==> src/rtl/opnd_shape_pkg.sv <==
package opnd_shape_pkg;
  localparam int LANES  = 4;
  localparam int LANE_W = 32;
  localparam int VEC_W  = LANES * LANE_W;
  localparam int IDX_W  = 7;
  localparam int SEL_W  = 2 * LANES;
  localparam int NSRC   = 3;

  typedef enum logic [1:0] {
    REL_NONE = 2'd0,
    REL_A0X  = 2'd1,
    REL_A0Y  = 2'd2,
    REL_LOOP = 2'd3
  } rel_sel_e;
endpackage

==> src/rtl/opnd_swz.sv <==
module opnd_swz #(
  parameter int LANES  = 4,
  parameter int LANE_W = 32
) (
  input  logic                    clk,
  input  logic                    rst_n,
  input  logic [2*LANES-1:0]      sel,
  input  logic                    neg,
  input  logic [LANES*LANE_W-1:0] vin,
  output logic [LANES*LANE_W-1:0] vout
);
  localparam int CW = $clog2(LANES);

  for (genvar c = 0; c < LANES; c++) begin : g_lane
    logic [CW-1:0]     code;
    logic [LANE_W-1:0] picked;
    assign code   = sel[2*(LANES-1-c) +: CW];
    assign picked = vin[int'(code)*LANE_W +: LANE_W];
    assign vout[c*LANE_W +: LANE_W] = {picked[LANE_W-1] ^ neg, picked[LANE_W-2:0]};
  end

  // identity selector passes vector through untouched
  assert_identity_R2: assert property (@(posedge clk) disable iff (!rst_n)
    (sel == 8'h1B && !neg) |-> (vout == vin));

  // broadcast of x lane when selector is all zero
  assert_bcast_R2: assert property (@(posedge clk) disable iff (!rst_n)
    (sel == 8'h00) |-> (vout[LANE_W-2:0] == vin[LANE_W-2:0] &&
                        vout[LANES*LANE_W-2 -: LANE_W-1] == vin[LANE_W-2:0]));
endmodule

==> src/rtl/opnd_addr.sv <==
module opnd_addr
  import opnd_shape_pkg::*;
#(
  parameter int IW = 7,
  parameter int AW = 8
) (
  input  logic          clk,
  input  logic          rst_n,
  input  logic [IW-1:0] idx,
  input  rel_sel_e      rel,
  input  logic          apply,
  input  logic [AW-1:0] a0x,
  input  logic [AW-1:0] a0y,
  input  logic [AW-1:0] aloop,
  output logic [IW-1:0] eff,
  output logic          oor
);
  localparam int SW = ((AW > IW) ? AW : IW) + 2;
  localparam logic signed [SW-1:0] MAXI = SW'((1 << IW) - 1);

  logic [AW-1:0]        off_raw;
  logic signed [SW-1:0] off, sum;

  always_comb begin
    off_raw = '0;
    if (apply) begin
      unique case (rel)
        REL_A0X:  off_raw = a0x;
        REL_A0Y:  off_raw = a0y;
        REL_LOOP: off_raw = aloop;
        default:  off_raw = '0;
      endcase
    end
    off = {{(SW-AW){off_raw[AW-1]}}, off_raw};
    sum = $signed({{(SW-IW){1'b0}}, idx}) + off;
    eff = sum[IW-1:0];
    oor = sum[SW-1] || (sum > MAXI);
  end

  // no relative addressing leaves index unchanged
  assert_noadd_R4: assert property (@(posedge clk) disable iff (!rst_n)
    (!apply || rel == REL_NONE) |-> (eff == idx && !oor));

  // range error only possible with an active offset
  assert_oor_src_R6: assert property (@(posedge clk) disable iff (!rst_n)
    oor |-> (apply && rel != REL_NONE));
endmodule

==> src/rtl/opnd_shape_unit.sv <==
module opnd_shape_unit
  import opnd_shape_pkg::*;
#(
  parameter int AW = 8
) (
  input  logic              clk,
  input  logic              rst_n,
  input  logic              in_valid,
  output logic              in_ready,
  input  logic [30:0]       desc,
  input  logic [IDX_W-1:0]  src1_raw,
  input  logic [4:0]        src2_raw,
  input  logic [4:0]        src3_raw,
  input  logic [1:0]        rel_sel,
  input  logic              rel_on_src2,
  input  logic [AW-1:0]     a0x,
  input  logic [AW-1:0]     a0y,
  input  logic [AW-1:0]     aloop,
  output logic [IDX_W-1:0]  rd_idx1,
  output logic [IDX_W-1:0]  rd_idx2,
  output logic [IDX_W-1:0]  rd_idx3,
  input  logic [VEC_W-1:0]  src1_vec,
  input  logic [VEC_W-1:0]  src2_vec,
  input  logic [VEC_W-1:0]  src3_vec,
  output logic              out_valid,
  input  logic              out_ready,
  output logic [VEC_W-1:0]  op1,
  output logic [VEC_W-1:0]  op2,
  output logic [VEC_W-1:0]  op3,
  output logic [LANES-1:0]  wr_en,
  output logic              oor_flag
);
  localparam int FIELD_W = SEL_W + 1;
  localparam int MASK_W  = LANES;

  rel_sel_e rel;
  logic     oor1, oor2, in_fire;
  logic [IDX_W-1:0] s2_ext;

  assign rel     = rel_sel_e'(rel_sel);
  assign s2_ext  = IDX_W'(src2_raw);
  assign rd_idx3 = IDX_W'(src3_raw);

  opnd_addr #(.IW(IDX_W), .AW(AW)) u_addr1 (
    .clk(clk), .rst_n(rst_n), .idx(src1_raw), .rel(rel), .apply(!rel_on_src2),
    .a0x(a0x), .a0y(a0y), .aloop(aloop), .eff(rd_idx1), .oor(oor1));

  opnd_addr #(.IW(IDX_W), .AW(AW)) u_addr2 (
    .clk(clk), .rst_n(rst_n), .idx(s2_ext), .rel(rel), .apply(rel_on_src2),
    .a0x(a0x), .a0y(a0y), .aloop(aloop), .eff(rd_idx2), .oor(oor2));

  logic [VEC_W-1:0] vin_a  [NSRC];
  logic [VEC_W-1:0] vout_a [NSRC];
  assign vin_a[0] = src1_vec;
  assign vin_a[1] = src2_vec;
  assign vin_a[2] = src3_vec;

  for (genvar s = 0; s < NSRC; s++) begin : g_src
    localparam int BASE = MASK_W + s * FIELD_W;
    opnd_swz #(.LANES(LANES), .LANE_W(LANE_W)) u_swz (
      .clk(clk), .rst_n(rst_n),
      .sel(desc[BASE+1 +: SEL_W]), .neg(desc[BASE]),
      .vin(vin_a[s]), .vout(vout_a[s]));
  end

  logic [LANES-1:0] wr_next;
  for (genvar c = 0; c < LANES; c++) begin : g_wr
    assign wr_next[c] = desc[MASK_W-1-c];
  end

  assign in_ready = !out_valid || out_ready;
  assign in_fire  = in_valid && in_ready;

  always_ff @(posedge clk or negedge rst_n) begin
    if (!rst_n) begin
      out_valid <= 1'b0;
      op1       <= '0;
      op2       <= '0;
      op3       <= '0;
      wr_en     <= '0;
      oor_flag  <= 1'b0;
    end else begin
      if (in_fire) begin
        out_valid <= 1'b1;
        op1       <= vout_a[0];
        op2       <= vout_a[1];
        op3       <= vout_a[2];
        wr_en     <= wr_next;
        if (oor1 || oor2) oor_flag <= 1'b1;
      end else if (out_ready) begin
        out_valid <= 1'b0;
      end
    end
  end

  // accepted input produces valid output next cycle
  assert_valid_R7: assert property (@(posedge clk) disable iff (!rst_n)
    (in_valid && in_ready) |=> out_valid);

  // stalled output holds its payload
  assert_hold_R8: assert property (@(posedge clk) disable iff (!rst_n)
    (out_valid && !out_ready) |=> (out_valid && $stable(op1) && $stable(op2) &&
                                   $stable(op3) && $stable(wr_en)));

  // out-of-range flag never clears without reset
  assert_sticky_R6: assert property (@(posedge clk) disable iff (!rst_n)
    oor_flag |=> oor_flag);

  // no acceptance while stalled
  assert_noaccept_R8: assert property (@(posedge clk) disable iff (!rst_n)
    (out_valid && !out_ready) |-> !in_ready);
endmodule

==> config.mk <==
export PLATFORM = sky130hd
export DESIGN_NAME = opnd_shape_unit
export DESIGN_NICKNAME = d
export VERILOG_FILES = /design/src/rtl/opnd_shape_pkg.sv /design/src/rtl/opnd_swz.sv /design/src/rtl/opnd_addr.sv /design/src/rtl/opnd_shape_unit.sv
export SDC_FILE = /design/constraint.sdc
export NUM_CORES = 1
export LEC_CHECK = 0
export ABC_AREA = 1
export BUFFER_PORTS_ARGS = -buffer_cell sky130_fd_sc_hd__buf_2
export CORE_AREA = 3 3 338 340
export CTS_CLUSTER_DIAMETER = 200
export DETAILED_ROUTE_END_ITERATION = 10
export DIE_AREA = 0 0 341 343
export HOLD_SLACK_MARGIN = 0.06
export PLACE_DENSITY = 0.43
export SLEW_MARGIN = 20
export SYNTH_ARGS = -nofsm -noshare
export SYNTH_HDL_FRONTEND = slang
export SYNTH_SLANG_ARGS = --single-unit
==> constraint.sdc <==
create_clock -name clk -period 2.4 [get_ports clk]
set_input_delay 0.48 -clock clk [delete_from_list [all_inputs] [get_ports clk]]
set_output_delay 0.48 -clock clk [all_outputs]
set_load 0.1 [all_outputs]
==> results.txt <==
----------------------------------------------------
[Route]
  Top metal layer carrying routed signals ... met5
  Initial DRC Count ... 1752
  Vias ... 28300
  ANT nets after route ... 0
  Total iterations of the first detailed-routing run ... 6
  Mean number of vias per cell ... 4.93
  DRC ... 0
  Average wire length per cell after detail routing ... 21.6 um
  Met2 routed wirelength ... 58000 um
  Total wire length ... 124000 um
  Detailed-routing wirelength on met1 ... 51500 um
  Detailed-routed wire length on met3 ... 10500 um

[Floorplanning]
  Core Region ... 112000 um2
  Full die area ... 117000 um2
  Height of the die ... 343 um
  Initial standard-cell utilization of the core ... 22.4%
  Total number of placement rows ... 123
  Count of pins on the block boundary ... 875
  Width of the die ... 341 um

[Global routing]
  Number of antenna violations at the first check in global routing ... 31
  Vias in the first global route ... 27100
  First-pass GRT wire length ... 181000 um
  Pin count of the biggest net entering global routing ... 120
  Residual overflow from global routing ... 0
  Overall Global Routing Usage ... 20.2%

[STA]
  Relative slew slack ... 54.2%
  Worst clock skew on the final layout ... 0.0172 ns
  RSZ-0062 raised after global routing ... true
  Slew at the pin closest to its max-slew limit ... 0.687 ns
  Final Cycle Share ... 116%
  Worst setup margin ... -0.377 ns
  Time the worst path needs with I/O delays and setup ... 2.78 ns
  Achievable frequency ... 360 MHz
  Fin Setup TNS ... -2.60 ns
  Final Hold Fails ... 0
  Final setup viols ... 10
  Max-slew violation count ... 0

[Clock network]
  Number of levels in the clock H-tree ... 2
  Post-CTS clock slew at the launch and capture registers of the worst setup and hold paths ... 0.06 ns
  Clock Latency Late Sink ... 0.64 ns
  Number of buffers added by the clock tree synthesis step ... 53
  TritonCTS clock tree ... built
  Number of buffers between clock root and the deepest sink ... 3
  Count of clock tree sinks ... 390
  CTS Root Buffer Type ... sky130_fd_sc_hd__clkbuf_16

[Yosys]
  Share of the synthesized area in compound gates (AO/OA/AOI/OAI) ... 36.4%
  Unique cell type count in the Yosys netlist ... 30
  Cell taking the most area after synthesis ... sky130_fd_sc_hd__dfrtp_1
  Most numerous cell in the Yosys netlist ... sky130_fd_sc_hd__nand2_1
  Syn Std Cell Area ... 25100 um2
  XOR/XNOR share of the synthesized area ... 0.733%
  Sequential-to-total area share from yosys stat ... 38.9%
  Proportion of register bits with asynchronous set or reset after synthesis ... 100%
  Adder-cell share of the synthesized area ... 0.758%
  Post-synthesis sequential element count ... 390
  Cells taking the most area after synthesis ... sky130_fd_sc_hd__dfrtp_1, sky130_fd_sc_hd__o211ai_1, sky130_fd_sc_hd__a31oi_1
  Synth Instances ... 3439
  Share of the synthesized area in the top cell type ... 38.9%
  Simple-Gate Fraction of Synth Area ... 13.7%
  Most frequently used flop master after synthesis ... sky130_fd_sc_hd__dfrtp_1
  Number of enable flip-flop cells after synthesis ... 0
  Mux contribution to synthesized area ... 0%
  Most frequent cells after synthesis ... sky130_fd_sc_hd__nand2_1, sky130_fd_sc_hd__a21oi_1, sky130_fd_sc_hd__dfrtp_1
  Synthesis Warnings ... 0
  Average cell area after synthesis ... 7.30 um2
  Combinational family with the most area after synthesis ... compound AO/OA/AOI/OAI gates

[Cells and area]
  Fraction of layout instances using a drive strength above 1 ... 28.7%
  Non-filler instance count after layout ... 5739
  NumNets Final ... 4653
  Post-layout utilization of the core ... 30.8%
  Signed area change from the synthesized netlist to the final layout ... 37.1%
  FF/Latch Area ... 9760 um2
  Count of filler cells inserted in the layout ... 12300
  Layout Cell Area excl Fill ... 34400 um2
  Multi-input gate area in the final layout ... 13400 um2

[Setup path]
  Req. time, crit path ... 1.92 ns
  Worst-path maximum fanout ... 6
  Most Frequent Cell on Critical Path ... sky130_fd_sc_hd__nand2_2
  Crit path kind ... in -> out
  Cell type of the slowest stage on the worst timing path ... sky130_fd_sc_hd__fa_2
  Type of element capturing the critical path ... output pin
  CP cell instances ... buf_12 -> inv_12 -> nor2_4 -> nand2_2 -> nand3_4 -> nand2_2 -> inv_2 -> ha_4 -> fa_2 -> nand3_2 -> nand2_2 -> buf_6 -> xnor2_2 -> buf_4 -> clkinvlp_4 -> buf_12
  Arrival time of data at the critical path endpoint ... 2.30 ns
  Slowest stage delay, CP ... 0.35 ns
  Kind of start point of the critical path ... input pin

[Placement]
  Port bufs ... 862
  Post-DP Area ... 32100 um2
  Dpl hpwl ... 94000 um
  Final GP Congestion ... 0.874
  Post-Place Worst Slack ... -0.662 ns
  DP Cell Count ... 5610

[Pwr]
  Total power divided by cell area ... 929 nW/um2
  Highest ir drop seen on vdd ... 0.504 mV
  Leakage power total ... 14.8 nW

[Min path]
  Path category of the worst min-delay check ... in -> reg

[Run status]
  Failing checks ... setup timing
  Outcome ... complete, but fails checks

[Flow run]
  Count of max-cap constraint violations ... 0

----------------------------------------------------
## repair_timing
item                       CTS  global route
buffers inserted             7             3
pin swaps                   30             7
resized for setup           53            16
hold endpoints to repair    37             0
setup endpoints to repair   13            12
hold buffers                 3             0
## where the power goes
group | switching (W) | internal (W) | leakage, nW
Clock | 0.00346 | 0.00514 | 0.894
Combinational | 0.0122 | 0.00273 | 9.60
Sequential | 0.000806 | 0.00767 | 4.34
## layout by cell type (no fill, tap or decap), types with 53 or more instances in the layout
master	synthesis	routed
sky130_fd_sc_hd__a21oi_1	390	386
sky130_fd_sc_hd__dfrtp_1	390	389
sky130_fd_sc_hd__nand2_1	495	474
sky130_fd_sc_hd__o211ai_1	372	372
sky130_fd_sc_hd__inv_1	211	197
sky130_fd_sc_hd__clkbuf_16	0	53
sky130_fd_sc_hd__a31oi_1	374	372
sky130_fd_sc_hd__buf_4	20	117
sky130_fd_sc_hd__buf_2	88	832
sky130_fd_sc_hd__o21ai_0	372	372
sky130_fd_sc_hd__buf_12	1	68
sky130_fd_sc_hd__nor2_1	374	374
## layout make-up
cell class              instances  share of cell area (%)
diodes                         23                   0.167
clock buffers                  75                    4.41
clock inverters                20                   0.902
inverters                     230                    2.64
multi-input cells            2471                    39.0
flip-flops and latches        390                    28.4
well taps                    1500                    5.45
repair buffers               1030                    19.0
## routing by layer
layer  global-route usage (%)  vias to the layer above
met4                     5.89                       16
met2                     33.7                      965
met5                        0                        -
met3                     5.92                      177
li1                         -                    13800
met1                     25.1                    13400
## flip-flops by register name, summed over array words and instances, names as in the netlist
| signal | count |
|---|---|
| op1 | 128 |
| op2 | 128 |
| out_valid | 1 |
| oor_flag | 1 |
| op3 | 128 |
| wr_en | 4 |
## worst paths after layout
kind                       startpoint    endpoint  slack (ns)  cells after the start
max                        rel_sel[0]  rd_idx2[4]       -0.38                     16
max in group asynchronous       rst_n     op1[10]        1.24                      4
min reg2reg                  oor_flag    oor_flag        0.48                      2
min                           desc[2]    wr_en[1]        0.12                      3
min in group asynchronous       rst_n     op3[32]        0.35                      2
max reg2reg                 out_valid     op3[16]        0.46                      6
## stage by stage
step	power, W	hold slack, ns
6_report	0.0320	0.119
5_1_grt	0.0333	0.0848
4_1_cts	0.0323	0.0830
3_5_place_dp	0.0234	0.425
3_3_place_gp	0.0235	0.426
2_1_floorplan	0.0196	0.184
## worst max-delay path, delay by kind of cell
| family | cells | cell delay (ns) |
|---|---|---|
| simple gates | 6 | 0.44 |
| fa+ha+maj | 2 | 0.50 |
| buf+inv | 7 | 0.73 |
| xor+xnor | 1 | 0.16 |
## kinds of logic (layout without fill, tap and decap cells)
family | Yosys count | in the layout
buffers and inverters | 579 | 1355
AO/OA/AOI/OAI | 1535 | 1535
adder cells (fa/ha/maj) | 14 | 14
XOR/XNOR | 21 | 21
flip-flops | 390 | 390
other | 1 | 25
AND/OR/NAND/NOR | 899 | 899
(Power assumes the default switching activity.)
